**src/rtl/bcd_atten_pkg.sv**
```systemverilog
`timescale 1ns/1ps
package bcd_atten_pkg;
   localparam int BCD_W     = 9;
   localparam int EXT_W     = 2;
   localparam int CODE_W    = BCD_W + EXT_W;
   localparam int SEG_W     = 1 << EXT_W;
   localparam int FRAC_W    = 11;
   localparam int GAIN_W    = 12;
   localparam int DEC_LAT   = 4;
   localparam logic [BCD_W-1:0] MUTE_CODE = 9'h00F;

   typedef logic [FRAC_W:0] q111_t;
   typedef enum logic [1:0] {ST_IDLE, ST_LOOK, ST_MUL1, ST_MUL2} gain_st_e;

   // 10^(-k/200) in Q1.11, k = tenths digit
   function automatic q111_t tenth_factor(input logic [3:0] d);
      case (d)
         4'd0: return 12'd2048;
         4'd1: return 12'd2025;
         4'd2: return 12'd2001;
         4'd3: return 12'd1978;
         4'd4: return 12'd1956;
         4'd5: return 12'd1933;
         4'd6: return 12'd1911;
         4'd7: return 12'd1889;
         4'd8: return 12'd1868;
         4'd9: return 12'd1846;
         default: return 12'd0;
      endcase
   endfunction

   // 10^(-k/20) in Q1.11, k = whole-dB digit
   function automatic q111_t unit_factor(input logic [3:0] d);
      case (d)
         4'd0: return 12'd2048;
         4'd1: return 12'd1825;
         4'd2: return 12'd1627;
         4'd3: return 12'd1450;
         4'd4: return 12'd1292;
         4'd5: return 12'd1152;
         4'd6: return 12'd1026;
         4'd7: return 12'd915;
         4'd8: return 12'd815;
         4'd9: return 12'd727;
         default: return 12'd0;
      endcase
   endfunction

   function automatic q111_t tens_factor(input logic d);
      return d ? 12'd648 : 12'd2048;
   endfunction

   function automatic logic is_mute(input logic [BCD_W-1:0] c);
      return (c[3:0] == 4'hF) && !c[6];
   endfunction

   function automatic logic is_bad(input logic [BCD_W-1:0] c);
      return !is_mute(c) && ((c[7:4] > 4'd9) || (c[3:0] > 4'd9));
   endfunction
endpackage

```
**src/rtl/bcd_atten_sync.sv**
```systemverilog
`timescale 1ns/1ps
module bcd_atten_sync #(
   parameter int WIDTH  = 1,
   parameter int STAGES = 2
) (
   input  logic             clk,
   input  logic             rst,
   input  logic [WIDTH-1:0] d,
   output logic [WIDTH-1:0] q
);
   logic [WIDTH-1:0] stg [STAGES];

   for (genvar i = 0; i < STAGES; i++) begin : g_stage
      if (i == 0) begin : g_first
         always_ff @(posedge clk) begin
            if (rst) stg[i] <= '0;
            else     stg[i] <= d;
         end
      end else begin : g_next
         always_ff @(posedge clk) begin
            if (rst) stg[i] <= '0;
            else     stg[i] <= stg[i-1];
         end
      end
   end

   assign q = stg[STAGES-1];
endmodule

```
**src/rtl/bcd_atten_loader.sv**
```systemverilog
`timescale 1ns/1ps
module bcd_atten_loader
   import bcd_atten_pkg::*;
#(
   parameter bit EXT_RANGE   = 1'b1,
   parameter int REFRESH_CYC = 500
) (
   input  logic              clk,
   input  logic              rst,
   input  logic              wr_s,
   input  logic              hi_s,
   input  logic              lo_s,
   input  logic [CODE_W-1:0] data,
   output logic              start,
   output logic [CODE_W-1:0] snap,
   output logic              busy
);
   localparam int CNT_W = (REFRESH_CYC > 2) ? $clog2(REFRESH_CYC) : 1;

   logic             wr_d;
   logic             wr_rise;
   logic [7:0]       low_q;
   logic             tens_q;
   logic [EXT_W-1:0] ext_q;
   logic             pend_q;
   logic [CNT_W-1:0] lock_q;

   assign wr_rise = wr_s && !wr_d;

   always_ff @(posedge clk) begin
      if (rst) wr_d <= 1'b0;
      else     wr_d <= wr_s;
   end

   always_ff @(posedge clk) begin
      if (rst) begin
         low_q  <= MUTE_CODE[7:0];
         tens_q <= MUTE_CODE[8];
      end else if (wr_rise) begin
         if (lo_s) low_q  <= data[7:0];
         if (hi_s) tens_q <= data[8];
      end
   end

   if (EXT_RANGE) begin : g_ext
      always_ff @(posedge clk) begin
         if (rst)                  ext_q <= '0;
         else if (wr_rise && hi_s) ext_q <= data[CODE_W-1 -: EXT_W];
      end
   end else begin : g_noext
      assign ext_q = '0;
   end

   assign snap  = {ext_q, tens_q, low_q};
   assign busy  = (lock_q != '0);
   assign start = pend_q && !busy;

   always_ff @(posedge clk) begin
      if (rst)                  pend_q <= 1'b0;
      else if (wr_rise && lo_s) pend_q <= 1'b1;
      else if (start)           pend_q <= 1'b0;
   end

   always_ff @(posedge clk) begin
      if (rst)        lock_q <= '0;
      else if (start) lock_q <= CNT_W'(REFRESH_CYC - 1);
      else if (busy)  lock_q <= lock_q - 1'b1;
   end
endmodule

```
**src/rtl/bcd_atten_gain.sv**
```systemverilog
`timescale 1ns/1ps
module bcd_atten_gain
   import bcd_atten_pkg::*;
(
   input  logic              clk,
   input  logic              rst,
   input  logic              start,
   input  logic [CODE_W-1:0] code_in,
   output logic [GAIN_W-1:0] gain_o,
   output logic              mute_o,
   output logic              bad_o,
   output logic              done_o,
   output logic [CODE_W-1:0] code_o
);
   localparam int PW  = 2 * (FRAC_W + 1);
   localparam int SH2 = 2 * FRAC_W - GAIN_W;

   gain_st_e          st_q;
   logic [CODE_W-1:0] code_q;
   q111_t             fa_q, fb_q, fc_q, r1_q;
   logic              mute_p, bad_p;
   q111_t             mul_a, mul_b;
   logic [PW-1:0]     mul_p;
   logic [PW:0]       rnd1, rnd2;
   logic [GAIN_W:0]   g_full;
   logic [GAIN_W-1:0] g_sat;

   always_comb begin
      mul_a  = (st_q == ST_MUL2) ? r1_q : fa_q;
      mul_b  = (st_q == ST_MUL2) ? fc_q : fb_q;
      mul_p  = PW'(mul_a) * PW'(mul_b);
      rnd1   = {1'b0, mul_p} + (PW+1)'(2 ** (FRAC_W - 1));
      rnd2   = {1'b0, mul_p} + (PW+1)'(2 ** (SH2 - 1));
      g_full = rnd2[SH2 +: GAIN_W+1];
      g_sat  = g_full[GAIN_W] ? {GAIN_W{1'b1}} : g_full[GAIN_W-1:0];
   end

   always_ff @(posedge clk) begin
      if (rst) begin
         st_q   <= ST_IDLE;
         code_q <= '0;
         fa_q   <= '0;
         fb_q   <= '0;
         fc_q   <= '0;
         r1_q   <= '0;
         mute_p <= 1'b1;
         bad_p  <= 1'b0;
         gain_o <= '0;
         mute_o <= 1'b1;
         bad_o  <= 1'b0;
         done_o <= 1'b0;
         code_o <= CODE_W'(MUTE_CODE);
      end else begin
         done_o <= 1'b0;
         case (st_q)
            ST_IDLE: begin
               if (start) begin
                  code_q <= code_in;
                  st_q   <= ST_LOOK;
               end
            end
            ST_LOOK: begin
               fa_q   <= tens_factor(code_q[8]);
               fb_q   <= unit_factor(code_q[7:4]);
               fc_q   <= tenth_factor(code_q[3:0]);
               mute_p <= is_mute(code_q[BCD_W-1:0]);
               bad_p  <= is_bad(code_q[BCD_W-1:0]);
               st_q   <= ST_MUL1;
            end
            ST_MUL1: begin
               r1_q <= rnd1[FRAC_W +: FRAC_W+1];
               st_q <= ST_MUL2;
            end
            ST_MUL2: begin
               gain_o <= (mute_p || bad_p) ? '0 : g_sat;
               mute_o <= mute_p;
               bad_o  <= bad_p;
               code_o <= code_q;
               done_o <= 1'b1;
               st_q   <= ST_IDLE;
            end
            default: st_q <= ST_IDLE;
         endcase
      end
   end
endmodule

```
**src/rtl/bcd_atten_ctrl.sv**
```systemverilog
`timescale 1ns/1ps
module bcd_atten_ctrl
   import bcd_atten_pkg::*;
#(
   parameter bit EXT_RANGE   = 1'b1,
   parameter int REFRESH_CYC = 500,
   parameter int SYNC_STAGES = 2
) (
   input  logic              clk,
   input  logic              rst,
   input  logic              wr_strobe,
   input  logic              hi_byte_en,
   input  logic              lo_byte_en,
   input  logic [CODE_W-1:0] data_in,
   output logic [GAIN_W-1:0] dac_word,
   output logic              mute,
   output logic              bad_code,
   output logic [SEG_W-1:0]  seg_sel,
   output logic [CODE_W-1:0] atten_code,
   output logic              busy,
   output logic              done
);
   if (REFRESH_CYC <= DEC_LAT) begin : g_bad_refresh
      $error("REFRESH_CYC must exceed the decode latency");
   end
   if (SYNC_STAGES < 2) begin : g_bad_sync
      $error("SYNC_STAGES must be at least 2");
   end

   logic [2:0]        ctl_s;
   logic              start;
   logic [CODE_W-1:0] snap;

   bcd_atten_sync #(.WIDTH(3), .STAGES(SYNC_STAGES)) i_sync (
      .clk (clk),
      .rst (rst),
      .d   ({wr_strobe, hi_byte_en, lo_byte_en}),
      .q   (ctl_s)
   );

   bcd_atten_loader #(.EXT_RANGE(EXT_RANGE), .REFRESH_CYC(REFRESH_CYC)) i_loader (
      .clk   (clk),
      .rst   (rst),
      .wr_s  (ctl_s[2]),
      .hi_s  (ctl_s[1]),
      .lo_s  (ctl_s[0]),
      .data  (data_in),
      .start (start),
      .snap  (snap),
      .busy  (busy)
   );

   bcd_atten_gain i_gain (
      .clk     (clk),
      .rst     (rst),
      .start   (start),
      .code_in (snap),
      .gain_o  (dac_word),
      .mute_o  (mute),
      .bad_o   (bad_code),
      .done_o  (done),
      .code_o  (atten_code)
   );

   if (EXT_RANGE) begin : g_seg
      assign seg_sel = SEG_W'(1) << atten_code[CODE_W-1 -: EXT_W];
   end else begin : g_noseg
      assign seg_sel = SEG_W'(1);
   end
endmodule

```
**config.mk**
```make
export PLATFORM = sky130hd
export DESIGN_NAME = bcd_atten_ctrl
export DESIGN_NICKNAME = d
export VERILOG_FILES = /design/src/rtl/bcd_atten_pkg.sv /design/src/rtl/bcd_atten_sync.sv /design/src/rtl/bcd_atten_loader.sv /design/src/rtl/bcd_atten_gain.sv /design/src/rtl/bcd_atten_ctrl.sv
export SDC_FILE = /design/constraint.sdc
export NUM_CORES = 1
export LEC_CHECK = 0
export BUFFER_PORTS_ARGS = -buffer_cell sky130_fd_sc_hd__buf_4
export CORE_ASPECT_RATIO = 0.75
export CORE_MARGIN = 2
export CORE_UTILIZATION = 61
export CTS_CLUSTER_DIAMETER = 80
export DETAILED_ROUTE_END_ITERATION = 8
export GPL_ROUTABILITY_DRIVEN = 1
export HOLD_SLACK_MARGIN = 0.15
export PLACE_DENSITY = 0.79
export SYNTH_ARGS = -nofsm -noshare
export SYNTH_HDL_FRONTEND = slang
export SYNTH_HIERARCHICAL = 1
export SYNTH_SLANG_ARGS = --single-unit
```
**constraint.sdc**
```tcl
create_clock -name clk -period 19.1 [get_ports clk]
set_input_delay 2.865 -clock clk [delete_from_list [all_inputs] [get_ports clk]]
set_output_delay 2.865 -clock clk [all_outputs]
set_load 0.03 [all_outputs]
```
==> results.json, run 1 <==
{
  "routed_wirelength_um": 24200,
  "critPathKind": "flip-flop to flip-flop",
  "final_cell_mix": "nand2_1 (153), inv_1 (136), dfxtp_1 (104)",
  "yosysWarnings": 6,
  "grt-ovfl-total": 0,
  "grt_max_degree": 105,
  "gp_congestion": 0.950,
  "critPathMaxFanout": 42,
  "ir_worst_vdd_mv": 0.0863,
  "first_iter_violations": 744,
  "crit_end": "i_gain/gain_o[2]",
  "syn-num-nets": 1343,
  "ys_seq_area_share_pct": 21.2,
  "die_height_um": 114,
  "clk_pin_slew_ns": 0.07,
  "cp_cell_sequence": "ha_2, buf_4, mux2i_1, nor2_1, fa_1, inv_1, fa_1, inv_1, fa_1, fa_1, inv_1, fa_1, inv_1, ha_1, a21oi_1, o21ai_0, a21o_1, o21ai_0, nand4_1, or4_4, o41ai_4, nand2_2, a311oi_2",
  "num_vias": 8088,
  "slowest_delay_ns": 0.61,
  "setup-violations-final": 0,
  "p_clk_share_pct": 29.4,
  "io_pins": 47,
  "io_buffers": 46,
  "dp.cells": 1352,
  "cp.required_ns": 19.36,
  "grt_util_all_layers_pct": 29.4,
  "crit_start": "i_gain/st_q[1]",
  "comb_power_share_pct": 25.6,
  "synth_area_um2": 9820,
  "nets": 1341,
  "cap_violations": 0,
  "setup_ws_ns": 11.01,
  "grt_pass1_vias": 7755,
  "p_switching_mw": 0.216,
  "pwr-share-seq_pct": 45.0,
  "drt.antenna.violating_nets": 0,
  "core-area_um2": 15900,
  "ys_seq_elements": 104,
  "hold_buffers": 0,
  "slew_viol_final": 0,
  "htree_levels": 3,
  "p_total_mw": 0.615,
  "period_needed_ns": 8.09,
  "cts_tree": "yes",
  "dieArea_um2": 17100,
  "clock_latency_ns": 0.35,
  "rrSetupSlack_ns": 11.01,
  "p_leak_nw": 4.87,
  "post-cts-setup-buffers": 0,
  "r2r_cells": 23,
  "drive_gt1_share_pct": 8.98,
  "crit_buf_inv": 5,
  "synthCells": 1155,
  "r2r_start": "i_gain/st_q[1]",
  "mostFrequentLayoutCell": "nand2_1",
  "crit_slowest_cell": "or4_4",
  "ys_async_sr_fraction_pct": 0,
  "ys.flop_type": "dfxtp_1",
  "fin_setup_tns_ns": 0,
  "end_kind": "flip-flop",
  "cts-root-buf": "clkbuf_16",
  "area_growth_pct": 6.83,
  "arrival_ns": 8.35,
  "clockBufferDepth": 2,
  "max_freq_ghz": 0.124,
  "vias_per_cell": 5.91,
  "route.detailed.drc": 0,
  "switching_share_pct": 35.1,
  "cts_buffers": 9,
  "hold_class": "flip-flop to flip-flop",
  "place_hpwl_um": 19100,
  "period_share_pct": 42.4,
  "hold_violations": 0,
  "crit_top_cell": "fa_1",
  "final_cells": 1368,
  "antenna_found_initial": 0,
  "ys_types": 78,
  "cts-resized-gates": 0,
  "synth_edf_count": 0,
  "maxSlewHeadroom_pct": 28.7,
  "post-place-ws_ns": 11.14,
  "worstReg2RegEnd": "i_gain/gain_o[2]",
  "grt_pass1_wl_um": 39600,
  "initial_core_util_pct": 61.9,
  "fin_worst_skew_ns": 0.00822,
  "antennaDiodeCount": 0,
  "startpoint_type": "flip-flop",
  "syn_avg_cell_area_um2": 8.50,
  "row_count": 40,
  "power_density_nw_per_um2": 58.6,
  "cts.sinks": 104,
  "path_depth": 23,
  "drtPass1Iterations": 5,
  "die-width_um": 151,
  "worstMarginPinSlew_ns": 1.07,
  "wl_per_cell_um": 17.7,
  "hold_ws_ns": 0.437,
  "rsz0062_at_grt": "false",
  "p_int_mw": 0.399,
  "outcome": "completed",
  "cpLargestDelayFamily": "adder cells"
}
cells in the mapped netlist (3+ instances only):
cell type  count  area share, %
nand4_1        4           0.25
nand3b_1       7           0.54
xor2_1        11           0.98
a211o_1        6           0.54
a211oi_1      19            1.5
or3_1          8           0.51
o211a_1        4           0.41
mux2_2        10            1.1
and4_1         4           0.36
buf_2          4           0.20
mux2i_1       28            2.9
inv_1        136            5.2
xnor2_1       19            1.7
a22oi_1        4           0.31
nand2b_1      12           0.76
nor2_1        81            3.1
buf_1         10           0.38
o21ai_0       35            1.8
a21oi_1       63            3.2
nor2b_1       25            1.6
a31oi_1        7           0.45
o211ai_1       5           0.38
nor4_1         3           0.19
dfxtp_1      104             21
nand3_1       27            1.4
a21o_1         7           0.54
ha_1          74            9.4
a211oi_2       4           0.51
and2_1        17            1.1
buf_4          4           0.31
clkbuf_1      45            1.7
a311oi_1       5           0.45
or2_2          3           0.19
a221oi_1       3           0.27
and3_1        40            2.5
fa_1          98             20
o21a_1         8           0.61
nor3_1        12           0.61
nand2_1      153            5.8
power groups by stage:
stage / registers [mW] / clock network, mW / logic (mW)
after floorplan: 0.258 / 0 / 0.133
after global placement: 0.279 / 0 / 0.151
after detailed placement: 0.280 / 0 / 0.155
after CTS: 0.275 / 0.184 / 0.156
after global routing: 0.280 / 0.195 / 0.173
final: 0.277 / 0.181 / 0.157
sequential cells by signal, indices dropped and copies added (netlist names), 2 cells and up:
signal / count
i_gain/st_q: 2
i_gain/fa_q: 2
i_sync/stg: 6
i_gain/gain_o: 12
i_gain/fc_q: 10
i_loader/ext_q: 2
i_gain/code_q: 11
i_gain/code_o: 11
i_gain/r1_q: 12
i_gain/fb_q: 11
i_loader/lock_q: 9
i_loader/low_q: 8
per-stage QoR:
step	cell area, µm²	util (%)
finish	10500	66.1
global route	10500	66.1
CTS	10500	66.1
detailed placement	10200	64.3
global placement	10200	64.3
floorplan	9820	-
layer usage:
| layer | vias to the layer above | track usage [%] | routed length [µm] |
|---|---|---|---|
| li1 | 3830 | - | - |
| met1 | 3897 | 42.9 | 11100 |
| met2 | 321 | 43.4 | 10400 |
| met3 | 40 | 7.92 | 2260 |
| met4 | 0 | 7.30 | 434 |
| met5 | - | 0 | 0 |
logic make-up (layout without fill, tap and decap cells):
| family | after synthesis | after routing | share of synthesized area [%] |
|---|---|---|---|
| flip-flops | 104 | 104 | 21.2 |
| XOR/XNOR | 30 | 30 | 2.68 |
| AO/OA/AOI/OAI | 192 | 192 | 13.2 |
| adder cells (fa/ha/maj) | 172 | 172 | 29.4 |
| buffers and inverters | 201 | 204 | 7.91 |
| multiplexers | 40 | 40 | 4.29 |
| AND/OR/NAND/NOR | 416 | 416 | 21.3 |
area by class of cell:
type                       instances  area (µm²)
multi-input combinational        850        6960
fill                            1292        5380
sequential                       104        2080
inverter                         138         520
timing repair buffer              50         375
tap                              210         263
clock buffer                      10         229
clock inverter                     6        57.6
worst min-delay path by stage:
stage          cells past startpoint  slack, ns          endpoint              from
6_report                           1       0.44  i_sync/stg[1][1]  i_sync/stg[0][1]
3_5_place_dp                       1       0.42  i_sync/stg[1][1]  i_sync/stg[0][1]
5_1_grt                            1       0.46  i_sync/stg[1][2]  i_sync/stg[0][2]
3_3_place_gp                       1       0.42  i_sync/stg[1][0]  i_sync/stg[0][0]
4_1_cts                            1       0.44  i_sync/stg[1][1]  i_sync/stg[0][1]
2_1_floorplan                      1       0.41  i_sync/stg[1][0]  i_sync/stg[0][0]
Note: power is estimated with default switching activity, not from simulation.
==> run 2: changes to the inputs <==
==> constraint.sdc (replaced) <==
create_clock -name clk -period 8.03 [get_ports clk]
set_input_delay 1.2045 -clock clk [delete_from_list [all_inputs] [get_ports clk]]
set_output_delay 1.2045 -clock clk [all_outputs]
set_load 0.03 [all_outputs]
==> run 2 against run 1 <==
Utilization grew 0.24 points; register-to-register slack got worse by 11 ns; sequential power rose by 140%; critical path depth increased by 1.
==> results.json, run 2 (synthesis gave the netlist of run 1 again) <==
{
  "routed_wirelength_um": 23900,
  "grt_util_all_layers_pct": 29.7,
  "p_clk_share_pct": 29.3,
  "maxSlewHeadroom_pct": 29.5,
  "r2r_cells": 24,
  "grt-ovfl-total": 0,
  "clk_pin_slew_ns": 0.07,
  "period_share_pct": 94.0,
  "arrival_ns": 7.73,
  "cts-root-buf": "clkbuf_16",
  "largestRegisters": "i_gain/gain_o (12), i_gain/r1_q (12)",
  "post-cts-setup-buffers": 0,
  "r2r_start": "i_gain/st_q[1]",
  "cap_violations": 0,
  "drive_gt1_share_pct": 9.38,
  "worstReg2RegEnd": "i_gain/gain_o[2]",
  "setup-violations-final": 0,
  "power_density_nw_per_um2": 139,
  "cts_buffers": 9,
  "cts.sinks": 104,
  "io_pins": 47,
  "fin_worst_skew_ns": 0.00919,
  "critPathMaxFanout": 29,
  "clock_latency_ns": 0.35,
  "outcome": "completed",
  "comb_power_share_pct": 25.7,
  "p_switching_mw": 0.511,
  "cts_tree": "yes",
  "fin_setup_tns_ns": 0,
  "end_kind": "flip-flop",
  "area_growth_pct": 7.22,
  "ir_worst_vdd_mv": 0.192,
  "grt_pass1_wl_um": 40100,
  "p_int_mw": 0.950,
  "first_iter_violations": 652,
  "hold_class": "flip-flop to flip-flop",
  "hp-start": "i_sync/stg[0][0]",
  "cp.required_ns": 8.21,
  "clockBufferDepth": 2,
  "p_leak_nw": 4.89,
  "num_vias": 8010,
  "hold_violations": 0,
  "startpoint_type": "flip-flop",
  "place_hpwl_um": 18900,
  "drt.antenna.violating_nets": 0,
  "vias_per_cell": 5.84,
  "core-area_um2": 15900,
  "initial_core_util_pct": 61.9,
  "wl_per_cell_um": 17.4,
  "drtPass1Iterations": 5,
  "dieArea_um2": 17100,
  "max_freq_ghz": 0.133,
  "final_cell_mix": "nand2_1 (153), inv_1 (136), dfxtp_1 (104)",
  "slew_viol_final": 0,
  "worstMarginPinSlew_ns": 1.06,
  "die_height_um": 114,
  "switching_share_pct": 35.0,
  "p_total_mw": 1.46,
  "nets": 1345,
  "whs_path_depth": 1,
  "pwr-share-seq_pct": 45.0,
  "mostFrequentLayoutCell": "nand2_1",
  "grt_pass1_vias": 7861,
  "grt_max_degree": 105,
  "antennaDiodeCount": 0,
  "io_buffers": 46,
  "route.detailed.drc": 0,
  "rrSetupSlack_ns": 0.48,
  "gp_congestion": 0.974,
  "row_count": 40,
  "min_to": "i_sync/stg[1][0]",
  "antenna_found_initial": 0,
  "die-width_um": 151,
  "rsz0062_at_grt": "false",
  "htree_levels": 3,
  "critPathKind": "flip-flop to flip-flop",
  "period_needed_ns": 7.55
}
run 2: timing repair:
action                     CTS  global route
setup endpoints to repair    0             6
hold buffers                 0             0
gates resized for setup      0             1
run 2: power by group through the flow:
| stage | combinational, mW | clock (mW) | sequential (mW) |
|---|---|---|---|
| after floorplan | 0.316 | 0 | 0.614 |
| after global placement | 0.364 | 0 | 0.662 |
| after detailed placement | 0.370 | 0 | 0.663 |
| after CTS | 0.373 | 0.434 | 0.653 |
| after global routing | 0.418 | 0.462 | 0.664 |
| final | 0.376 | 0.428 | 0.657 |
run 2: worst max path at each step:
stage / from / end / cells past startpoint
CTS: i_gain/st_q[1] / i_gain/gain_o[2] / 22
detailed placement: i_gain/st_q[1] / i_gain/gain_o[2] / 22
global placement: i_gain/st_q[1] / i_gain/gain_o[11] / 22
finish: i_gain/st_q[1] / i_gain/gain_o[2] / 24
global route: i_gain/st_q[1] / i_gain/gain_o[2] / 22
floorplan: i_gain/st_q[1] / i_gain/gain_o[2] / 25
run 2: layout make-up:
class	instances	area (µm²)
clock buffers	10	229
well taps	210	263
inverters	138	520
multi-input cells	850	6970
flip-flops and latches	104	2080
repair buffers	54	405
fillers	1299	5340
clock inverters	6	62.6
run 2: worst max-delay path, stage by stage, from the launching register on:
cell	delay (ns)
dfxtp_1	0.42
ha_2	0.36
buf_4	0.33
and2_1	0.35
nand2_1	0.12
fa_1	0.44
fa_1	0.53
fa_1	0.50
inv_1	0.06
fa_1	0.53
inv_1	0.05
fa_1	0.53
inv_1	0.04
ha_1	0.40
a21oi_1	0.28
o211ai_1	0.18
o21ai_0	0.22
xnor2_1	0.23
ha_1	0.28
nand3_1	0.12
or4b_1	0.61
nor4_1	0.24
nand4b_1	0.19
nand2_2	0.23
a311oi_2	0.12
run 2: per-stage QoR:
stage          instances  cell area (µm²)  setup slack, ns  util (%)  hold WS, ns
2_1_floorplan       1155             9820            0.809         -        0.414
3_3_place_gp        1356            10200            0.727      64.5        0.421
3_5_place_dp        1356            10200            0.549      64.5        0.433
4_1_cts             1372            10500            0.479      66.3        0.448
5_1_grt             1372            10500           0.0398      66.4        0.467
6_report            1372            10500            0.485      66.4        0.449
run 2: layer usage:
layer	wire length (µm)	global-route usage, %	vias to the layer above	share of wire (%)
met3	2290	9.72	36	9.6
met2	10000	44.3	304	42
met1	11200	42.7	3832	47
li1	-	-	3838	-
met4	327	5.03	0	1.4
met5	0	0	-	0
==> run 3: changes to the inputs <==
--- a/config.mk
+++ b/config.mk
@@ -5,6 +5,7 @@
 export SDC_FILE = /design/constraint.sdc
 export NUM_CORES = 1
 export LEC_CHECK = 0
+export ABC_AREA = 1
 export BUFFER_PORTS_ARGS = -buffer_cell sky130_fd_sc_hd__buf_4
 export CORE_ASPECT_RATIO = 0.75
 export CORE_MARGIN = 2
==> run 3 against run 2 <==
Worst hold slack worse by 0.046 ns; via count up 5.1%; combinational power up 70%; synthesized cell count up 14%; highest routed layer unchanged.
==> results.json, run 3 <==
{
  "initial_core_util_pct": 63.1,
  "worstReg2RegEnd": "i_gain/r1_q[7]",
  "netlist_top_cells_area": "dfxtp_1 (21%), fa_1 (20%), inv_1 (10%)",
  "fin_worst_skew_ns": 0.0127,
  "setup-violations-final": 0,
  "power_density_nw_per_um2": 170,
  "period_needed_ns": 7.36,
  "cp.required_ns": 8.28,
  "htree_levels": 3,
  "ys.flop_type": "dfxtp_1",
  "whs_path_depth": 2,
  "area_growth_pct": 8.41,
  "antenna_found_initial": 0,
  "yosysTopAreaCell": "dfxtp_1",
  "cts_tree": "yes",
  "ys_types": 49,
  "r2r_start": "i_gain/st_q[0]",
  "place_hpwl_um": 20000,
  "multi_input_area_um2": 6480,
  "clock_latency_ns": 0.35,
  "cts-resized-gates": 0,
  "syn-num-nets": 1500,
  "hold_buffers": 0,
  "route.detailed.drc": 0,
  "fin_setup_tns_ns": 0,
  "slowest_delay_ns": 0.72,
  "syn_avg_cell_area_um2": 7.41,
  "clk_pin_slew_ns": 0.08,
  "outcome": "completed",
  "clockBufferDepth": 2,
  "hold_violations": 0,
  "drt.antenna.violating_nets": 0,
  "wl_per_cell_um": 15.9,
  "synth_top_area_share_pct": 21.4,
  "cap_violations": 0,
  "r2r_cells": 31,
  "hp-start": "i_sync/stg[0][1]",
  "io_buffers": 46,
  "ir_worst_vdd_mv": 0.125,
  "io_pins": 47,
  "final_cell_mix": "inv_1 (265), nand2_1 (265), nor2_1 (138)",
  "synth_edf_count": 0,
  "core-area_um2": 15400,
  "cts-root-buf": "clkbuf_16",
  "grt_pass1_wl_um": 41500,
  "critPathKind": "flip-flop to flip-flop",
  "ys_top_cells_by_count": "inv_1 (265), nand2_1 (265), nor2_1 (138), dfxtp_1 (104), fa_1 (98)",
  "drtPass1Iterations": 8,
  "grt-ovfl-total": 0,
  "die-width_um": 150,
  "cts_buffers": 9,
  "post-cts-setup-buffers": 0,
  "first_iter_violations": 771,
  "num_vias": 8420,
  "p_switching_mw": 0.723,
  "min_to": "i_sync/stg[1][1]",
  "grt_util_all_layers_pct": 31.2,
  "slew_viol_final": 0,
  "drive_gt1_share_pct": 10.2,
  "vias_per_cell": 5.43,
  "largestRegisters": "i_gain/gain_o (12), i_gain/r1_q (12)",
  "cts.sinks": 104,
  "grt_max_degree": 58,
  "hold_class": "flip-flop to flip-flop",
  "ys_async_sr_fraction_pct": 0,
  "gp_congestion": 0.996,
  "arrival_ns": 7.61,
  "nets": 1529,
  "switching_share_pct": 40.2,
  "row_count": 39,
  "maxSlewHeadroom_pct": 29.3,
  "final_area_um2": 10500,
  "rrSetupSlack_ns": 0.67,
  "grt_pass1_vias": 8295,
  "p_total_mw": 1.80,
  "routed_wirelength_um": 24600,
  "synthCells": 1312,
  "die_height_um": 113,
  "antennaDiodeCount": 0,
  "ys_seq_elements": 104,
  "synth_area_um2": 9730,
  "critPathMaxFanout": 23,
  "end_kind": "flip-flop",
  "period_share_pct": 91.6,
  "comb_power_share_pct": 35.5,
  "seqCellArea_um2": 2080,
  "crit_slowest_cell": "ha_1",
  "rsz0062_at_grt": "false",
  "p_clk_share_pct": 27.0,
  "dpl_cell_area_um2": 10200,
  "worstMarginPinSlew_ns": 1.06,
  "pwr-share-seq_pct": 37.4,
  "p_int_mw": 1.07,
  "fillers": 1385,
  "dieArea_um2": 17000,
  "startpoint_type": "flip-flop",
  "yosysWarnings": 6,
  "ys_seq_area_share_pct": 21.4,
  "p_leak_nw": 5.25,
  "crit_top_cell": "inv_1",
  "max_freq_ghz": 0.136
}
==> run 3: cell types whose count changed in the layout (fill, tap and decap cells not counted), sizes merged, moves of 11 or more <==
cell    before  now
nand2      154  301
inv        140  274
nor2        82  147
and3        40    2
o21ai       36   69
mux2i       29    0
nor2b       25    0
a21oi       63   86
a211oi      23    3
and2        19    0
nand3       28   45
nand2b      12    0
mux2        11    0
==> run 3: stage by stage <==
| stage | hold slack [ns] | cells | setup WS (ns) | util [%] |
|---|---|---|---|---|
| after floorplan | 0.388 | 1312 | 1.91 | - |
| after global placement | 0.389 | 1535 | 0.922 | 66.2 |
| after detailed placement | 0.392 | 1535 | 0.843 | 66.2 |
| after CTS | 0.403 | 1551 | 0.783 | 68.4 |
| after global routing | 0.432 | 1551 | 0.0405 | 68.4 |
| final | 0.403 | 1551 | 0.674 | 68.4 |
==> run 3: power groups by stage <==
stage | Sequential [mW] | Clock, mW | Combinational (mW)
after floorplan | 0.667 | 0 | 0.445
after global placement | 0.677 | 0 | 0.612
after detailed placement | 0.678 | 0 | 0.622
after CTS | 0.667 | 0.493 | 0.628
after global routing | 0.679 | 0.518 | 0.712
final | 0.672 | 0.486 | 0.638
==> run 3: layout make-up <==
type / instances / area share (%)
clock buffer: 9 / 2.14
clock inverter: 7 / 1.01
inverter: 271 / 9.65
multi-input combinational: 905 / 61.5
sequential: 104 / 19.7
tap: 205 / 2.43
timing repair buffer: 50 / 3.56
==> run 3: worst max path at each step <==
stage / endpoint / slack [ns] / startpoint
6_report: i_gain/r1_q[7] / 0.67 / i_gain/st_q[0]
5_1_grt: i_gain/r1_q[7] / 0.04 / i_gain/st_q[0]
4_1_cts: i_gain/r1_q[7] / 0.78 / i_gain/st_q[0]
3_5_place_dp: i_gain/gain_o[0] / 0.84 / i_gain/st_q[0]
3_3_place_gp: i_gain/gain_o[0] / 0.92 / i_gain/st_q[0]
2_1_floorplan: i_gain/gain_o[5] / 1.91 / i_gain/st_q[0]
==> run 3: kinds of logic after synthesis <==
family	Yosys count	share of synthesized area [%]
xor gates and xnor gates	25	2.48
DFF	104	21.4
and+or+nand+nor	519	23.5
buffers and inverters	303	11.9
adders and majority gates	172	29.7
AOI/OAI and AO/OA	189	11.0
==> run 3: critical path, delay by kind of cell (launching register included) <==
family | cells | cell delay (ns)
compound gates | 3 | 0.49
buf+inv | 8 | 0.61
fa+ha+maj | 7 | 3.77
simple gates | 13 | 1.98
flops | 1 | 0.39
==> run 3: routing by layer <==
metal,global-route usage (%),vias to the layer above,part of all wire (%)
li1,-,4093,-
met1,46.4,3920,47
met2,44.3,365,41
met3,10.1,42,11
met4,6.42,0,1.6
met5,0,-,0
